===== config.mk =====
export PLATFORM = sky130hd
export DESIGN_NAME = lcd_static_driver
export DESIGN_NICKNAME = d
export VERILOG_FILES = /design/src/rtl/lcd_drv_pkg.sv /design/src/rtl/lcd_bp_gen.sv /design/src/rtl/lcd_digit_dec.sv /design/src/rtl/lcd_seg_drive.sv /design/src/rtl/lcd_static_driver.sv
export SDC_FILE = /design/constraint.sdc
export NUM_CORES = 1
export LEC_CHECK = 0
export CAP_MARGIN = 20
export CORE_UTILIZATION = 45
export CTS_BUF_LIST = sky130_fd_sc_hd__clkbuf_2
export DETAILED_ROUTE_END_ITERATION = 6
export MAX_ROUTING_LAYER = met4
export PLACE_DENSITY = 0.7
export SYNTH_ARGS = -nofsm -noshare
export SYNTH_HDL_FRONTEND = slang
export SYNTH_SLANG_ARGS = --single-unit

===== constraint.sdc =====
create_clock -name clk -period 4.3 [get_ports clk]
set_clock_uncertainty 0.2 [all_clocks]
set_input_delay 0.43 -clock clk [delete_from_list [all_inputs] [get_ports clk]]
set_output_delay 0.43 -clock clk [all_outputs]
set_load 0.005 [all_outputs]

===== src/rtl/lcd_drv_pkg.sv =====
`timescale 1ns/1ps
package lcd_drv_pkg;

   localparam int BCD_W = 4;
   localparam int SEG_W = 7;

   typedef logic [SEG_W-1:0] seg7_t;   // bit0 = a ... bit6 = g

   // Lit-segment pattern for one decimal code; codes above 9 stay dark.
   function automatic seg7_t bcd_to_seg(input logic [BCD_W-1:0] code);
      seg7_t s;
      case (code)
         4'd0:    s = 7'b011_1111;
         4'd1:    s = 7'b000_0110;
         4'd2:    s = 7'b101_1011;
         4'd3:    s = 7'b100_1111;
         4'd4:    s = 7'b110_0110;
         4'd5:    s = 7'b110_1101;
         4'd6:    s = 7'b111_1101;
         4'd7:    s = 7'b000_0111;
         4'd8:    s = 7'b111_1111;
         4'd9:    s = 7'b110_1111;
         default: s = 7'b000_0000;
      endcase
      return s;
   endfunction

endpackage


===== src/rtl/lcd_bp_gen.sv =====
`timescale 1ns/1ps
module lcd_bp_gen #(
   parameter int HALF_CNT = 400
) (
   input  logic clk,
   input  logic rst_n,
   output logic bp,
   output logic bp_next
);
   localparam int CNT_W = (HALF_CNT > 1) ? $clog2(HALF_CNT) : 1;
   localparam logic [CNT_W-1:0] LAST = CNT_W'(HALF_CNT - 1);

   logic [CNT_W-1:0] cnt;
   logic             wrap;

   assign wrap    = (cnt == LAST);
   assign bp_next = wrap ? ~bp : bp;

   always_ff @(posedge clk) begin
      if (!rst_n) begin
         cnt <= '0;
         bp  <= 1'b0;
      end else begin
         bp  <= bp_next;
         cnt <= wrap ? '0 : cnt + 1'b1;
      end
   end
endmodule


===== src/rtl/lcd_digit_dec.sv =====
`timescale 1ns/1ps
module lcd_digit_dec
   import lcd_drv_pkg::*;
(
   input  logic [BCD_W-1:0] code,
   input  logic             blank,
   output seg7_t            lit
);
   always_comb begin
      lit = blank ? '0 : bcd_to_seg(code);
   end
endmodule


===== src/rtl/lcd_seg_drive.sv =====
`timescale 1ns/1ps
module lcd_seg_drive #(
   parameter int N       = 23,
   parameter bit LAMP_DC = 1'b1   // 1: steady level in lamp test, 0: keep square wave
) (
   input  logic         clk,
   input  logic         rst_n,
   input  logic [N-1:0] lit,
   input  logic         lamp,
   input  logic         bp_next,
   output logic [N-1:0] pins
);
   logic [N-1:0] nxt;

   generate
      if (LAMP_DC) begin : g_lamp_dc
         always_comb nxt = lamp ? {N{1'b1}} : (lit ^ {N{bp_next}});
      end else begin : g_lamp_ac
         always_comb nxt = (lamp ? {N{1'b1}} : lit) ^ {N{bp_next}};
      end
   endgenerate

   always_ff @(posedge clk) begin
      if (!rst_n) pins <= '0;
      else        pins <= nxt;
   end
endmodule


===== src/rtl/lcd_static_driver.sv =====
`timescale 1ns/1ps
module lcd_static_driver
   import lcd_drv_pkg::*;
#(
   parameter int DIV_RATIO = 800,
   parameter bit LAMP_DC   = 1'b1
) (
   input  logic       clk,
   input  logic       rst_n,
   input  logic [3:0] dig_units,
   input  logic [3:0] dig_tens,
   input  logic [3:0] dig_hund,
   input  logic       thou_one,
   input  logic       neg,
   input  logic       ovr,
   input  logic       lamp_test,
   output logic       bp,
   output logic [6:0] seg_units,
   output logic [6:0] seg_tens,
   output logic [6:0] seg_hund,
   output logic       seg_thou,
   output logic       seg_minus
);
   localparam int HALF    = DIV_RATIO / 2;
   localparam int NDIG    = 3;
   localparam int NPIN    = NDIG * SEG_W + 2;

   generate
      if (DIV_RATIO < 2 || (DIV_RATIO % 2) != 0) begin : g_bad_div
         $error("DIV_RATIO must be even and at least 2");
      end
   endgenerate

   logic              bp_next;
   logic [BCD_W-1:0]  codes [NDIG];
   seg7_t             lit   [NDIG];
   logic [NPIN-1:0]   lit_all;
   logic [NPIN-1:0]   pins;

   assign codes[0] = dig_units;
   assign codes[1] = dig_tens;
   assign codes[2] = dig_hund;

   lcd_bp_gen #(.HALF_CNT(HALF)) i_bp (
      .clk     (clk),
      .rst_n   (rst_n),
      .bp      (bp),
      .bp_next (bp_next)
   );

   generate
      for (genvar d = 0; d < NDIG; d++) begin : g_dig
         lcd_digit_dec i_dec (
            .code  (codes[d]),
            .blank (ovr),
            .lit   (lit[d])
         );
         assign lit_all[d*SEG_W +: SEG_W] = lit[d];
      end
   endgenerate

   assign lit_all[NDIG*SEG_W]     = thou_one;
   assign lit_all[NDIG*SEG_W + 1] = neg;

   lcd_seg_drive #(.N(NPIN), .LAMP_DC(LAMP_DC)) i_drv (
      .clk     (clk),
      .rst_n   (rst_n),
      .lit     (lit_all),
      .lamp    (lamp_test),
      .bp_next (bp_next),
      .pins    (pins)
   );

   assign seg_units = pins[0*SEG_W +: SEG_W];
   assign seg_tens  = pins[1*SEG_W +: SEG_W];
   assign seg_hund  = pins[2*SEG_W +: SEG_W];
   assign seg_thou  = pins[NDIG*SEG_W];
   assign seg_minus = pins[NDIG*SEG_W + 1];
endmodule


==> results.txt, run 1 <==
A synthesized cell averages 9.22 um2. In this run the remaining antenna-violating nets after routing total 0. The layout has 461 filler cells. The worst supply voltage drop on vdd came out at 0.154 mV.

The tools report the worst path required time as 4.39 ns. The antenna diode instance count is 0. The number of global-route vias before repair was 1705; the share of layout cells above drive strength 1 was 9.49%.

The residual overflow from global routing was 0. Internal power summed over all cells: 0.501 mW. Clock latency on the worst-skew pair, taken at its later pin, is 0.36 ns.

The worst path arrival time is 2.64 ns, and the yosys synthesis warning count is 0. The number of maximum-capacitance violations is 0. Of the available clock period, the critical path in the final layout requires 59.5%.

The highest net fanout along the worst path is 14. The logs give 0 for the quantity of gates resized following cts and 0.798 for the last weighted congestion value of the routability-driven placer. The element type at the critical path end is a flip-flop. Based on the critical path, the design can be clocked at up to 391 MHz. The biggest area contributor in the post-synthesis netlist is sky130_fd_sc_hd__dfxtp_1. TritonCTS built the clock tree. The total wirelength of the detailed-routed design was 4720 um; the sequential share of power was 48.6%. The count of cells in the finished layout, fillers not included, comes to 341.

After synthesis the cells add up to 2240 um2. Counting every net in the synthesized netlist gives 277. Clock tree synthesis inserted a total of 5 buffers.

The share of synthesized area in the top cell type comes to 29.5%. In this run, distinct cell masters in the synthesized netlist total 46. In this run, post-CTS hold repair placed 0 buffers. The routed layout has 1866 vias.

In this run the count of I/O pins placed on the die edge is 42. Entering global routing, the biggest net connects 29 pins. Total DRC errors in the routed layout: 0.

The type of the worst min-delay path is flip-flop to flip-flop. At the end of the flow, the number of nets in the layout was 307. In this run the post-CTS setup repair buffer count came out at 0. For the die area, the log shows 5260 um2. Setup repair after global routing left no endpoint under its margin. CTS saw 33 sinks. The critical path in this run is classified as flip-flop to flip-flop. The initial antenna violation count was 0; the sequential cell area fraction in the yosys report was 29.5%. In this run the clock root is driven by a sky130_fd_sc_hd__clkbuf_2. For this design the ratio of total power to cell area is 252 nW/um2. The worst setup path is launched from a flip-flop. Compared with the post-synthesis result, the final layout area differs by 20.4%. Hold timing on the final database bottoms out at a slack of 0.297 ns.

The number of iterations in the first detailed-routing pass came out at 4. The HPWL after detailed placement is 3370 um. The initial utilization of the core area, before any placement, comes to 47.1%. Net switching is 26.4% of the power.

The internal reg-to-reg setup slack is 1.74 ns. Input and output buffers added on the ports amount to 41. The combinational cell fraction of total power came out at 21.3%. After synthesis, the cell types taking the most area are sky130_fd_sc_hd__dfxtp_1 29%, sky130_fd_sc_hd__ha_1 8.9%, sky130_fd_sc_hd__a211oi_2 5.0%.

Synthesis handed over a netlist of 243 instances. For this design the total switching power over the nets is 0.179 mW. The number of placed instances, taps included, is 333. The total count of hold-check failures in the final report was 0.

After clock tree synthesis, the clock-pin slew on the worst setup and hold paths is 0.17 ns. The die is 72.5 um wide. The clock passes through at most 2 buffers. Yosys mapped a number of flops with a built-in enable equal to 0. Synthesis inferred 33 register bits. The flow ran to the end, and the final reports show no timing, DRC or antenna violations.

Global routing used 19.8% of the available tracks. The run gives 0 ns as the final setup TNS. The total area inside the core boundary comes to 4750 um2.

The routed length per instance was 13.9 um. Among all flip-flop cells after synthesis, the most frequent one is sky130_fd_sc_hd__dfxtp_1. The share of async-settable or async-resettable flops after synthesis was 0%; the total power was 0.680 mW.

The transition time of the tightest slew-check pin was 1.11 ns. The first global-routing pass estimated 7940 um of wire. Headroom to the max-slew limit came out at 25.8%. For the finished layout, the period the worst path requires is 2.56 ns.

The clock network accounts for 30.1% of the total power. The floorplan step set the die height to 72.5 um. The ratio of routed vias to standard cells works out to 5.47.

The first routing iteration left 128 violations. Setup violations remaining at the end of the flow were counted as 0. The static leakage power is 1.02 nW, and the max-slew violation count is 0.

Cells fill 56.7% of the core in the end. For the number of H-tree levels, the log shows 2. The initialized floorplan defines 25 standard-cell rows.
## state kept, by name, indices dropped and copies added (netlist names)
name / flops
i_bp.bp: 1
i_bp.cnt: 9
i_drv.pins: 23
## routing by layer
layer  vias up  GRT usage, %  routed length (um)
li1        957             -                   -
met1       867          25.7                2270
met2        38          32.2                2260
met3         4          3.61                 161
met4         0          4.58                  35
met5         -             -                   0
## cell usage after synthesis, drive strengths merged, types with 3 or more instances
cell	n
ha	16
buf	8
a211oi	19
nor4bb	3
xor2	3
nand2	3
o21ai	3
a311oi	11
and2	18
o21a	3
nor3	3
nor3b	3
o21ba	3
clkbuf	10
inv	15
nor2	17
a21oi	17
nand2b	12
mux2i	3
nor4	13
a32oi	4
xnor3	4
dfxtp	33
nand3	3
## final timing paths
check / startpoint / end / cells past startpoint
hold / removal: i_bp.cnt[0]$_SDFF_PP0_ / i_bp.cnt[0]$_SDFF_PP0_ / 1
hold reg to reg: i_bp.cnt[0]$_SDFF_PP0_ / i_bp.cnt[0]$_SDFF_PP0_ / 1
setup / recovery: i_bp.cnt[4]$_SDFF_PP0_ / i_drv.pins[19]$_SDFF_PN0_ / 4
setup reg to reg: i_bp.cnt[4]$_SDFF_PP0_ / i_drv.pins[19]$_SDFF_PN0_ / 4
## critical path, cell delays in order, from the launching register on
cell and delay, ns:
sky130_fd_sc_hd__dfxtp_1 0.41, sky130_fd_sc_hd__or4b_4 0.62, sky130_fd_sc_hd__o31ai_4 0.57, sky130_fd_sc_hd__nand2_2 0.36, sky130_fd_sc_hd__a211oi_1 0.32
## power by group through the flow
stage	sequential (mW)	combinational, mW	clock [mW]
floorplan	0.339	0.0773	0
global placement	0.338	0.143	0
detailed placement	0.338	0.145	0
CTS	0.331	0.146	0.213
global route	0.333	0.160	0.224
finish	0.331	0.145	0.205
## cells by family (layout without fill, tap and decap cells)
group | Yosys count | count (layout) | share of synthesized area (%)
xor+xnor | 8 | 8 | 5.59
buf+inv | 33 | 64 | 7.04
fa+ha+maj | 16 | 16 | 8.94
flops | 33 | 33 | 29.5
mux | 3 | 3 | 1.34
simple gates | 84 | 84 | 23.8
compound gates | 66 | 66 | 23.8
## layout by cell type, fill, tap and decap left out, types with 2 or more instances in the layout
cell type / n
sky130_fd_sc_hd__clkdlybuf4s50_1: 41
sky130_fd_sc_hd__dfxtp_1: 33
sky130_fd_sc_hd__a21oi_1: 17
sky130_fd_sc_hd__and2_1: 17
sky130_fd_sc_hd__nor2_1: 17
sky130_fd_sc_hd__ha_1: 16
sky130_fd_sc_hd__inv_1: 14
sky130_fd_sc_hd__nand2b_1: 12
sky130_fd_sc_hd__nor4_1: 12
sky130_fd_sc_hd__a311oi_1: 11
sky130_fd_sc_hd__a211oi_1: 10
sky130_fd_sc_hd__a211oi_2: 9
sky130_fd_sc_hd__clkbuf_2: 6
sky130_fd_sc_hd__a32oi_1: 4
sky130_fd_sc_hd__xnor3_1: 4
sky130_fd_sc_hd__nand3_1: 3
sky130_fd_sc_hd__mux2i_1: 3
sky130_fd_sc_hd__nor4bb_1: 3
sky130_fd_sc_hd__o21a_1: 3
sky130_fd_sc_hd__nor3b_1: 3
sky130_fd_sc_hd__o21ai_0: 3
sky130_fd_sc_hd__o21ba_2: 3
sky130_fd_sc_hd__xor2_1: 3
sky130_fd_sc_hd__and3_1: 2
sky130_fd_sc_hd__nand4_1: 2
sky130_fd_sc_hd__nor3_1: 2
sky130_fd_sc_hd__nand2_1: 2
## final cells by class
type | instances | area (um2) | share of cell area (%)
Multi-Input combinational cell | 177 | 1420 | 52.7
Sequential cell | 33 | 661 | 24.5
Inverter | 15 | 56.3 | 2.09
Timing Repair Buffer | 41 | 410 | 15.2
Clock buffer | 6 | 30.0 | 1.11
Clock inverter | 2 | 33.8 | 1.25
Tap cell | 67 | 83.8 | 3.11
## through the flow
step           setup WS (ns)  area, um2
3_3_place_gp            1.72       2630
4_1_cts                 1.74       2700
5_1_grt                 1.55       2700
3_5_place_dp            1.67       2630
6_report                1.74       2700
2_1_floorplan           2.24       2240
No activity file was read; power rests on OpenSTA's default activity.
==> inputs of run 2 (changes only) <==
==> constraint.sdc (replaced) <==
create_clock -name clk -period 2.65 [get_ports clk]
set_clock_uncertainty 0.2 [all_clocks]
set_input_delay 0.265 -clock clk [delete_from_list [all_inputs] [get_ports clk]]
set_output_delay 0.265 -clock clk [all_outputs]
set_load 0.005 [all_outputs]
==> run 2 against run 1 <==
Compared with the run above:
- die area is the same
- sequential power up 62%
- setup slack lost 1.3 ns
- clock-buffer cell count is the same
- cell area grew 1.9%
- critical path depth increased by 1
- largest power group unchanged
==> results.txt, run 2 (synthesis gave the netlist of run 1 again) <==
Busiest layer in global routing: met2. The static leakage power is 1.06 nW (+3.3%). Traced cell by cell, the critical path runs through or4b_4 -> o31ai_4 -> buf_4 -> a211oi_1 -> a311oi_1. The logs give 0 (unchanged) for the total count of hold-check failures in the final report and 0.314 mV (+100%) for the worst supply voltage drop on vdd. The instance count along the most critical hold path is 1 (unchanged).

The run finished with clean final reports. Setup repair after global routing left no endpoint under its margin. The hold buffer count at cts came out at 0 (unchanged).

The worst reg2reg path startpoint was i_bp.cnt[4]$_SDFF_PP0_. The library cell used most frequently in the layout, excluding fill and tap cells, is sky130_fd_sc_hd__clkdlybuf4s50_1. Routed length per instance: 13.9 um (+0.44%). The total DRC errors in the routed layout came out at 0 (unchanged).

Number of clock buffers inserted by TritonCTS: 5 (unchanged). The number of flip-flops under the largest register name is 23 (unchanged). The tools report the count of vias placed by the detailed router as 1898 (+1.7%).

The worst setup path is of the flip-flop to flip-flop kind. Number of buffer and inverter stages on the critical path: 1 (+1). Number of global-route vias before repair: 1743 (+2.2%). The tools report the die area as 5260 um2 (unchanged). The total power density per cell area was 402 nW/um2 (+59%). The run gives 0.45 ns (-1.29 ns) as the internal reg-to-reg setup slack. More flip-flops sit in one register than any other, and that register is i_drv.pins. The tools report the number of maximum-capacitance violations as 0 (unchanged).

The overall track demand over capacity in global routing is 20.5% (+0.62 points), and the number of stages on the worst setup path is 5 (+1). For the max-slew headroom at the worst pin, the log shows 62.1% (+36 points). Compared with the post-synthesis result, the final layout area differs by 22.7%. The tools report the quantity of gates resized following cts as 0 (unchanged). The tools report the detailed placer's ending HPWL as 3590 um (+6.6%). The logs give 4.03% (+0.42 points) for the met3 track utilization from global routing and 47.1% (unchanged) for the starting utilization of the core area.

The number of cell rows is 25 (unchanged), and the number of buffers on the longest clock path is 2 (unchanged). Number of nets in the layout: 314 (+2.3%). The run gives 0.777 (-2.6%) as the last weighted congestion value of the routability-driven placer. The tightest min-delay check is of the flip-flop to flip-flop type. The insertion delay of the later-clocked pin in the worst-skew pair came out at 0.37 ns (about the same). The share of layout cells above drive strength 1 was 11.7% (+2.3 points). Residual overflow from global routing: 0 (unchanged).

The remaining antenna violation count after routing is 0 (unchanged), and the initial antenna violation count is 0 (unchanged). The maximum cell stage delay along the critical path works out to 0.63 ns (about the same). The final cycle utilization of the critical path was 82.9% (+23 points); the number of cells on the worst reg-to-reg path was 5 (+1). The tools report the worst path arrival time as 2.27 ns (-0.37 ns).

For the final setup TNS, the log shows 0 ns (unchanged). The worst setup path is captured at a flip-flop. The chip width is 72.5 um (unchanged), and the met2 capacity usage during global routing is 32.2% (unchanged). Gate family responsible for the most delay along the worst path: compound AO/OA/AOI/OAI gates. For the number of DRC markers after the initial detailed-route iteration, the log shows 123 (-3.9%). For the final number of setup-violating endpoints, the log shows 0 (unchanged). The largest registers in the layout are i_drv.pins: 23 flops, i_bp.cnt: 9 flops, i_bp.bp: 1 flops.

For the routing usage on met1, the log shows 26.0% (+0.28 points). Worst min-delay path startpoint: i_bp.cnt[0]$_SDFF_PP0_. The number of H-tree levels is 2 (unchanged), and the antenna diode instance count is 0 (unchanged).

Among all stages on the critical path, the largest delay is contributed by sky130_fd_sc_hd__or4b_4. The height of the die was 72.5 um (unchanged); the number of buffers inserted to repair setup after CTS was 0 (unchanged). The number of iterations in the first detailed-routing pass was 4 (unchanged). Endpoint of the worst hold path: i_bp.cnt[0]$_SDFF_PP0_. The max-slew violation count came out at 0 (unchanged). The wire length of the first global-routing pass was 8110 um (+2.2%). The worst setup path is launched from a flip-flop. The number of port buffers is 41 (unchanged), and the placeable core area is 4750 um2 (unchanged). The upper clock frequency limit is 455 MHz (+16%), and the total power is 1.10 mW (+62%).

The tools report the boundary pin count as 42 (unchanged). The buffer cell driving the clock tree root is sky130_fd_sc_hd__clkbuf_2. The highest net fanout along the worst path was 13 (-1); the clock transition at the register clock pins on the worst setup and hold paths after CTS was 0.17 ns (about the same). The number of clock sinks seen by CTS is 33 (unchanged). The transition time of the tightest slew-check pin came out at 0.567 ns (-0.541 ns). Ratio of routed vias to standard cells: 5.45 (-0.33%). The endpoint identified for the worst register-to-register timing path is i_drv.pins[0]$_SDFF_PN0_. Total wirelength of the detailed-routed design: 4840 um (+2.5%). The run gives 2.73 ns (-1.66 ns) as the worst path required time. TritonCTS built the clock tree. In the layout the commonest cells are 41 x sky130_fd_sc_hd__clkdlybuf4s50_1, 33 x sky130_fd_sc_hd__dfxtp_1, 17 x sky130_fd_sc_hd__a21oi_1, 17 x sky130_fd_sc_hd__and2_1, 17 x sky130_fd_sc_hd__nor2_1. The clock period minus worst slack was 2.20 ns (-0.362 ns). The maximum number of pins on one net before global-route repair is 29 (unchanged).
## run 2: cell types whose count changed in the layout (fill, tap and decap cells not counted), sizes merged
cell and change:
buf +7
## run 2: worst max path at each step
stage,from,end
after global routing,i_bp.cnt[0]$_SDFF_PP0_,i_drv.pins[14]$_SDFF_PN0_
after CTS,i_bp.cnt[4]$_SDFF_PP0_,i_drv.pins[16]$_SDFF_PN0_
final,i_bp.cnt[4]$_SDFF_PP0_,i_drv.pins[0]$_SDFF_PN0_
after floorplan,i_bp.cnt[4]$_SDFF_PP0_,i_drv.pins[15]$_SDFF_PN0_
after global placement,dig_hund[1],i_drv.pins[17]$_SDFF_PN0_
after detailed placement,dig_tens[1],i_drv.pins[10]$_SDFF_PN0_
## run 2: layout make-up
| cell class | instances | area (um2) |
|---|---|---|
| clock buffers | 6 | 30.0 |
| clock inverters | 2 | 33.8 |
| multi-input cells | 177 | 1420 |
| flip-flops and latches | 33 | 661 |
| inverters | 15 | 56.3 |
| repair buffers | 48 | 463 |
| fillers | 448 | 2010 |
| well taps | 67 | 83.8 |
## run 2: metal layers
metal	share of wire (%)	wire, um
met1	48	2350
met4	2.2	106
met2	46	2230
met5	0	0
met3	3.3	162
## run 2: per-stage QoR
stage	std cells	cell area [um2]	setup slack, ns	utilization [%]	hold WS [ns]
floorplan	243	2240	0.593	-	0.198
finish	348	2750	0.454	57.8	0.303
detailed placement	340	2690	0.305	56.5	0.271
CTS	348	2750	0.465	57.8	0.306
global placement	340	2690	0.356	56.5	0.260
global route	348	2750	0.303	57.8	0.324
## run 2: power breakdown
| group | switching, mW | internal, mW |
|---|---|---|
| combinational | 0.108 | 0.128 |
| sequential | 0.0119 | 0.526 |
| clock | 0.169 | 0.161 |
